$ cat config.mk
export PLATFORM = sky130hd
export DESIGN_NAME = irq_modem_unit
export DESIGN_NICKNAME = d
export VERILOG_FILES = /design/src/rtl/uim_pkg.sv /design/src/rtl/uim_modem.sv /design/src/rtl/uim_prio.sv /design/src/rtl/irq_modem_unit.sv
export SDC_FILE = /design/constraint.sdc
export NUM_CORES = 1
export LEC_CHECK = 0
export CORE_ASPECT_RATIO = 0.7
export CORE_UTILIZATION = 35
export DETAILED_ROUTE_END_ITERATION = 6
export PLACE_DENSITY = 0.84
export SLEW_MARGIN = 20
export SYNTH_ARGS = -nofsm -noshare
export SYNTH_HDL_FRONTEND = slang
export SYNTH_HIERARCHICAL = 1
export SYNTH_SLANG_ARGS = --single-unit
export TNS_END_PERCENT = 100
$ cat constraint.sdc
create_clock -name clk -period 3.04 [get_ports clk]
set_clock_uncertainty 0.1 [all_clocks]
set_input_delay 0.608 -clock clk [delete_from_list [all_inputs] [get_ports clk]]
set_output_delay 0.608 -clock clk [all_outputs]
set_load 0.02 [all_outputs]
$ cat src/rtl/uim_pkg.sv
package uim_pkg;

    localparam int NLINES = 4;
    localparam int NSRC   = 4;
    localparam int IDW    = 4;
    localparam int BYTEW  = 8;

    // line index: also the bit position inside the status byte nibbles
    localparam int L_CTS = 0;
    localparam int L_DSR = 1;
    localparam int L_RI  = 2;
    localparam int L_CD  = 3;

    // enable / cause index
    localparam int S_RX  = 0;
    localparam int S_TX  = 1;
    localparam int S_LS  = 2;
    localparam int S_MS  = 3;

    typedef enum logic [IDW-1:0] {
        ID_LINE  = 4'b0110,
        ID_RXRDY = 4'b0100,
        ID_THRE  = 4'b0010,
        ID_MODEM = 4'b0000,
        ID_NONE  = 4'b0001
    } irq_id_e;

    typedef struct packed {
        logic [NLINES-1:0] lvl;
        logic [NLINES-1:0] delta;
        logic [NLINES-1:0] outn;
    } modem_st_t;

    typedef struct packed {
        logic    tx_arm;
        logic    thre_seen;
        logic    tx_en_seen;
        irq_id_e id;
        logic    irq;
    } prio_st_t;

    // which control bit feeds each line during loopback
    function automatic int lb_src(input int line);
        case (line)
            L_CTS:   return 1;
            L_DSR:   return 0;
            L_RI:    return 2;
            default: return 3;
        endcase
    endfunction

endpackage

$ cat src/rtl/uim_modem.sv
module uim_modem
    import uim_pkg::*;
#(
    parameter int N = NLINES
) (
    input  logic         clk,
    input  logic         rst,
    input  logic [N-1:0] pin_n,
    input  logic [N-1:0] mcr,
    input  logic         loopback,
    input  logic         msr_rd,
    output logic [2*N-1:0] msr_out,
    output logic [N-1:0] delta_nx,
    output logic [N-1:0] mctl_n
);

    modem_st_t q, d;
    logic [N-1:0] lvl_now;
    logic [N-1:0] chg;

    for (genvar g = 0; g < N; g++) begin : g_line
        assign lvl_now[g] = loopback ? mcr[lb_src(g)] : ~pin_n[g];
        if (g == L_RI) begin : g_trail
            // active-high level falling == pin rising
            assign chg[g] = q.lvl[g] & ~lvl_now[g];
        end else begin : g_any
            assign chg[g] = q.lvl[g] ^ lvl_now[g];
        end
    end

    always_comb begin
        d       = q;
        d.lvl   = lvl_now;
        d.delta = (msr_rd ? '0 : q.delta) | chg;
        d.outn  = loopback ? '1 : ~mcr;
        if (rst) begin
            d.lvl   = lvl_now;
            d.delta = '0;
            d.outn  = '1;
        end
    end

    always_ff @(posedge clk) begin
        q <= d;
    end

    assign msr_out  = {q.lvl, q.delta};
    assign delta_nx = d.delta;
    assign mctl_n   = q.outn;

endmodule

$ cat src/rtl/uim_prio.sv
module uim_prio
    import uim_pkg::*;
#(
    parameter int NS = NSRC
) (
    input  logic          clk,
    input  logic          rst,
    input  logic          line_err,
    input  logic          rx_ready,
    input  logic          thr_empty,
    input  logic          thr_wr,
    input  logic          id_rd,
    input  logic [NS-1:0] ier,
    input  logic          modem_pend,
    output logic [BYTEW-1:0] id_out,
    output logic          irq
);

    prio_st_t q, d;
    logic [NS-1:0] pend;
    logic [NS-1:0] act;
    logic tx_set, tx_clr;

    always_comb begin
        d = q;
        tx_set = (thr_empty & ~q.thre_seen) | (ier[S_TX] & ~q.tx_en_seen);
        tx_clr = thr_wr | (id_rd & (q.id == ID_THRE));
        d.thre_seen  = thr_empty;
        d.tx_en_seen = ier[S_TX];
        if (tx_set)      d.tx_arm = 1'b1;
        else if (tx_clr) d.tx_arm = 1'b0;

        pend         = '0;
        pend[S_RX]   = rx_ready;
        pend[S_TX]   = d.tx_arm;
        pend[S_LS]   = line_err;
        pend[S_MS]   = modem_pend;
        act          = pend & ier;

        d.irq = |act;
        if (act[S_LS])      d.id = ID_LINE;
        else if (act[S_RX]) d.id = ID_RXRDY;
        else if (act[S_TX]) d.id = ID_THRE;
        else if (act[S_MS]) d.id = ID_MODEM;
        else                d.id = ID_NONE;

        if (rst) begin
            d.tx_arm     = 1'b0;
            d.thre_seen  = thr_empty;
            d.tx_en_seen = ier[S_TX];
            d.id         = ID_NONE;
            d.irq        = 1'b0;
        end
    end

    always_ff @(posedge clk) begin
        q <= d;
    end

    assign id_out = {{(BYTEW-IDW){1'b0}}, q.id};
    assign irq    = q.irq;

endmodule

$ cat src/rtl/irq_modem_unit.sv
module irq_modem_unit
    import uim_pkg::*;
(
    input  logic       clk,
    input  logic       rst,
    input  logic       lsr_overrun,
    input  logic       lsr_parity_err,
    input  logic       lsr_frame_err,
    input  logic       lsr_break,
    input  logic       lsr_data_ready,
    input  logic       lsr_thr_empty,
    input  logic       thr_wr,
    input  logic [3:0] ier_mask,
    input  logic       id_rd,
    input  logic       msr_rd,
    input  logic [3:0] mcr_bits,
    input  logic       loopback,
    input  logic       cts_n,
    input  logic       dsr_n,
    input  logic       ri_n,
    input  logic       cd_n,
    output logic [7:0] id_reg,
    output logic [7:0] msr_reg,
    output logic       irq,
    output logic       dtr_n,
    output logic       rts_n,
    output logic       op1_n,
    output logic       op2_n
);

    logic [NLINES-1:0] pins_n;
    logic [NLINES-1:0] delta_nx;
    logic [NLINES-1:0] mctl_n;
    logic              line_err;

    always_comb begin
        pins_n        = '1;
        pins_n[L_CTS] = cts_n;
        pins_n[L_DSR] = dsr_n;
        pins_n[L_RI]  = ri_n;
        pins_n[L_CD]  = cd_n;
    end

    assign line_err = lsr_overrun | lsr_parity_err | lsr_frame_err | lsr_break;

    uim_modem #(.N(NLINES)) u_modem (
        .clk      (clk),
        .rst      (rst),
        .pin_n    (pins_n),
        .mcr      (mcr_bits),
        .loopback (loopback),
        .msr_rd   (msr_rd),
        .msr_out  (msr_reg),
        .delta_nx (delta_nx),
        .mctl_n   (mctl_n)
    );

    uim_prio #(.NS(NSRC)) u_prio (
        .clk        (clk),
        .rst        (rst),
        .line_err   (line_err),
        .rx_ready   (lsr_data_ready),
        .thr_empty  (lsr_thr_empty),
        .thr_wr     (thr_wr),
        .id_rd      (id_rd),
        .ier        (ier_mask),
        .modem_pend (|delta_nx),
        .id_out     (id_reg),
        .irq        (irq)
    );

    assign dtr_n = mctl_n[0];
    assign rts_n = mctl_n[1];
    assign op1_n = mctl_n[2];
    assign op2_n = mctl_n[3];

endmodule

# ---- After elaboration in Yosys (flattened, before gate mapping)
# Index checks and enable logic that the tools add are counted.
dict set report totals {
  register_bits 20
  latchBits 0
  mem_bits_rw 0
  mem_bits_ro 0
  inputBits 24
  output_inout_bits 21
  wordCells 49
  n_memories 0
}
dict set report op_classes {
  n_addsub 0
  multipliers 0
  n_div 0
  n_lt_le_gt_ge 0
  n_eq_ne 1
  shifts 0
  n_mux 13
  n_bitwise 22
  n_reduce_logical 4
}
# operator count
set op_table {}
lappend op_table {{$mux W4} 5}
lappend op_table {{$reduce_or A4 Y1} 3}
lappend op_table {{$mux W8} 1}
lappend op_table {{$mux W1} 7}
lappend op_table {{$not A1 Y1} 7}
lappend op_table {{$or A1 B1 Y1} 5}
lappend op_table {{$and A1 B1 Y1} 4}
lappend op_table {{$and A4 B4 Y4} 1}
lappend op_table {{$eq A4 B2 Y1 const B} 1}
lappend op_table {{$not A4 Y4} 1}
lappend op_table {{$or A4 B4 Y4} 1}
lappend op_table {{$xor A1 B1 Y1} 3}
lappend op_table {{$reduce_or A2 Y1} 1}

# ---- Longest topological paths before layout
dict set report depth {
  ltp_word 12
  ltp_mapped 9
  depth_no_buf 7
}

# ---- Modules after synthesis
# Netlist, hierarchy kept.
# module n_inst cells_per_inst area_each_um2 seq_area_each_um2
set modules_own_cells {}
lappend modules_own_cells {uim_modem 1 46 476.7 240.2}
lappend modules_own_cells {uim_prio 1 35 316.6 140.1}
lappend modules_own_cells {irq_modem_unit 1 2 15.0 0.0}

# ---- Worst setup path after synthesis
# No wires, ideal clock.
dict set report synth_timing {
  path_type {input to register}
  start {input port loopback}
  end {register u_prio.q, in the netlist u_prio/irq}
  setup_ns 0.127
  t_arrival_ns 2.338
  required_ns 2.813
  setup_slack_ns 0.475
  path_stages 8
  n_path_buf 2
  path_cell_list {buf_4 > a2111oi_2 > a211oi_2 > buf_4 > or4_1 > nand2_1 > a31oi_1 > or3_1}
}
# item line_no
set synth_lines {}
lappend synth_lines {{start, declared} irq_modem_unit.sv:17} ;# input logic loopback,
lappend synth_lines {{end signal, assigned} uim_prio.sv:57} ;# q <= d;
lappend synth_lines {{end, declared} uim_prio.sv:19} ;# prio_st_t q, d;

# ---- Worst setup path in the final report
dict set report layout_timing {
  start {input port loopback}
  end {register u_prio.q, in the netlist u_prio/irq}
}
dict set report layout_between {
  elab_cells_between_ends 14
  cone_classes {mux: 5; bitwise: 7; reduce/logical: 2}
}
# item line_no
set layout_lines {}
lappend layout_lines {{$mux W1} uim_modem.sv:22} ;# assign lvl_now[g] = loopback ? mcr[lb_src(g)] : ~pin_n[g];
lappend layout_lines {{$xor A1 B1 Y1} uim_modem.sv:27} ;# assign chg[g] = q.lvl[g] ^ lvl_now[g];
lappend layout_lines {{$or A4 B4 Y4} uim_modem.sv:34} ;# d.delta = (msr_rd ? '0 : q.delta) | chg;
lappend layout_lines {{$mux W8} uim_modem.sv:36} ;# if (rst) begin
lappend layout_lines {{named net delta_nx[0]} irq_modem_unit.sv:32} ;# logic [NLINES-1:0] delta_nx;
lappend layout_lines {{$reduce_or A4 Y1} irq_modem_unit.sv:67} ;# .modem_pend (|delta_nx),
lappend layout_lines {{$and A4 B4 Y4} uim_prio.sv:38} ;# act = pend & ier;
lappend layout_lines {{$reduce_or A4 Y1} uim_prio.sv:40} ;# d.irq = |act;
# The timed path passes the listed nets, and every way through them passes these cells.
# A chain may end at the register's enable or synchronous reset.

==> metrics <==
status=complete, no violations; CP Cell Sequence=clkdlybuf4s50_1 > nor2_1 > a2111oi_2 > a211oi_2 > or4_1 > nand2_1 > a31oi_1 > or3_1; Initial DRC Count=15; gpl congestion=0.799; htree depth=1; GR Util met1=18.2%; post-CTS sizing=0; initial core utilization=37.2%; Post-Syn Area=808 sq um; number of vias per cell=4.53; Antenna Violating Nets Remaining=0; Worst Path Required=3.13 ns; GRT Total Usage=16.4%; Commonest cells post-synth=dfxtp_1, buf_4, nand2_1, nor2b_1, nor2_1; Hold-fix buffers, CTS=0; GR Layer Usage met3=4.94%; antenna violations before repair=0; top cell type's share of synthesized area=47.1%; reg2reg setup slack=0.94 ns; RSZ-0062 raised after global routing=no; max-cap viol count=0; EDFF count, synth=0; FFs w/ async S/R, synth=0%; max frequency=360 MHz; element type at the critical path end=flop; largest net degree at the start of global routing=12; Syn. warnings=6; post-synthesis sequential area ratio=47.1%; Rows=14; vias in the first global route=667; share of cells above drive strength 1=10.2%; Port Buffers=39; post-DP HPWL=1460 um; Fillers=204; GRT overflow=0; max-slew violation count=0; n_diodes=0; CTS clk-pin slew, worst paths=0.10 ns; total I/O pin count=45; Synth Flop Type=dfxtp_1; vias=680; clock buffer count from CTS=3; die width=59.4 um; count leader, synth=dfxtp_1; Unique masters post-synth=27; drt pass-1 iters=2; CTS tree=done; Startpoint Class=input port; Layout area overhead=47.4%; CTS Sinks=19; global-route wire length before repair=2970 um; pwr/cell area=452 nW/um^2; DIE AREA=2510 sq um; met2 usage=27.9%; final core utilization=54.8%; Synth Instances=83; Routed WL=1770 um; critical path's slowest cell=clkdlybuf4s50_1; core area=2170 sq um; final hold vios=0; worst hold-check path type=reg -> reg; DRC=0; top post-synthesis cells by area=dfxtp_1, buf_4, nor2b_1; critical path buffer and inverter count=1; Final min period=2.78 ns; peak supply drop=0.222 mV; crit path kind=in -> reg; Seq cells post-synth=19; drt wl/cell=11.8 um; CP max stage delay=0.64 ns; CP max FO=7; Pleak=0.480 nW; Post-layout nets=143; postcts setup bufs=0; crit share post-route=91.3%; Syn Area/Cell=9.74 sq um; post-synth top area cell=dfxtp_1; setup_tns=0 ns; Max clock buf depth=2; busiest metal layer after global routing=met2; Die Y=42.2 um; Clock Latency Late Sink=0.30 ns; clk root buf=clkbuf_4; Critical Path AT=2.87 ns; CP top delay family=simple AND/OR/NAND/NOR gates; Final Setup Violations=0
-- worst reg2reg max path, stage by stage, from the launching register on --
cell	delay [ns]
dfxtp_1	0.33
nor2b_1	0.15
a2111oi_2	0.26
a211oi_2	0.09
or4_1	0.50
nand2_1	0.08
a31oi_1	0.10
or3_1	0.39
-- cell usage in the layout, fill, tap and decap left out, drive strengths merged, types with 3 or more instances in the layout --
| master | synthesis | layout |
|---|---|---|
| nand2 | 9 | 9 |
| nor2b | 8 | 8 |
| nor2 | 5 | 5 |
| clkbuf | 0 | 3 |
| conb | 1 | 5 |
| dfxtp | 19 | 19 |
| clkdlybuf4s50 | 0 | 39 |
-- kinds of logic after synthesis --
logic type	after synthesis	synth area share [%]
AND/OR/NAND/NOR	32	22.6
AO/OA/AOI/OAI	16	16.9
buffers and inverters	15	13.0
other	1	0.464
flip-flops	19	47.1
-- power by group --
part	internal [W]	switching, W	total (W)
logic	0.0000732	0.0000631	0.000136
clock network	0.0000491	0.0000766	0.000126
registers	0.000268	0.00000894	0.000277
-- routing by layer --
| metal | routed length [um] | up-vias |
|---|---|---|
| li1 | - | 341 |
| met1 | 744 | 309 |
| met2 | 886 | 25 |
| met3 | 100 | 5 |
| met4 | 38 | 0 |
| met5 | 0 | - |
-- through the flow --
step	setup slack, ns	power, W	area, sq um	hold slack [ns]	std cells
2_1_floorplan	0.475	0.000360	823	0.415	87
3_3_place_gp	0.0312	0.000415	1160	0.401	146
3_5_place_dp	-0.0722	0.000418	1160	0.411	146
4_1_cts	0.270	0.000543	1190	0.428	150
5_1_grt	0.164	0.000568	1190	0.459	150
6_report	0.263	0.000538	1190	0.430	150
-- worst paths after layout --
| kind | cells past startpoint | to | from |
|---|---|---|---|
| setup / recovery | 8 | u_prio/irq$_SDFF_PP0_ | loopback |
| hold / removal | 2 | u_modem/msr_out[2]$_DFF_P_ | u_modem/msr_out[2]$_DFF_P_ |
| setup reg to reg | 7 | u_prio/irq$_SDFF_PP0_ | u_modem/msr_out[0]$_DFF_P_ |
| hold reg to reg | 2 | u_modem/msr_out[2]$_DFF_P_ | u_modem/msr_out[2]$_DFF_P_ |
-- registers in the layout, summed over array words and instances (netlist names) --
signal and count:
u_modem/msr_out 8, u_modem/mctl_n 4, u_prio/id_out 3, u_prio/q 3
u_prio/irq 1
-- area by class of cell --
cell class	count	area [sq um]	area share [%]
Clock buffer	3	22.5	1.89
Inverter	2	7.51	0.630
Sequential cell	19	380	31.9
Clock inverter	1	5.00	0.420
Multi-Input combinational cell	53	338	28.4
Tap cell	32	40.0	3.36
Timing Repair Buffer	40	398	33.4
Note: power is estimated with default switching activity, not from simulation.
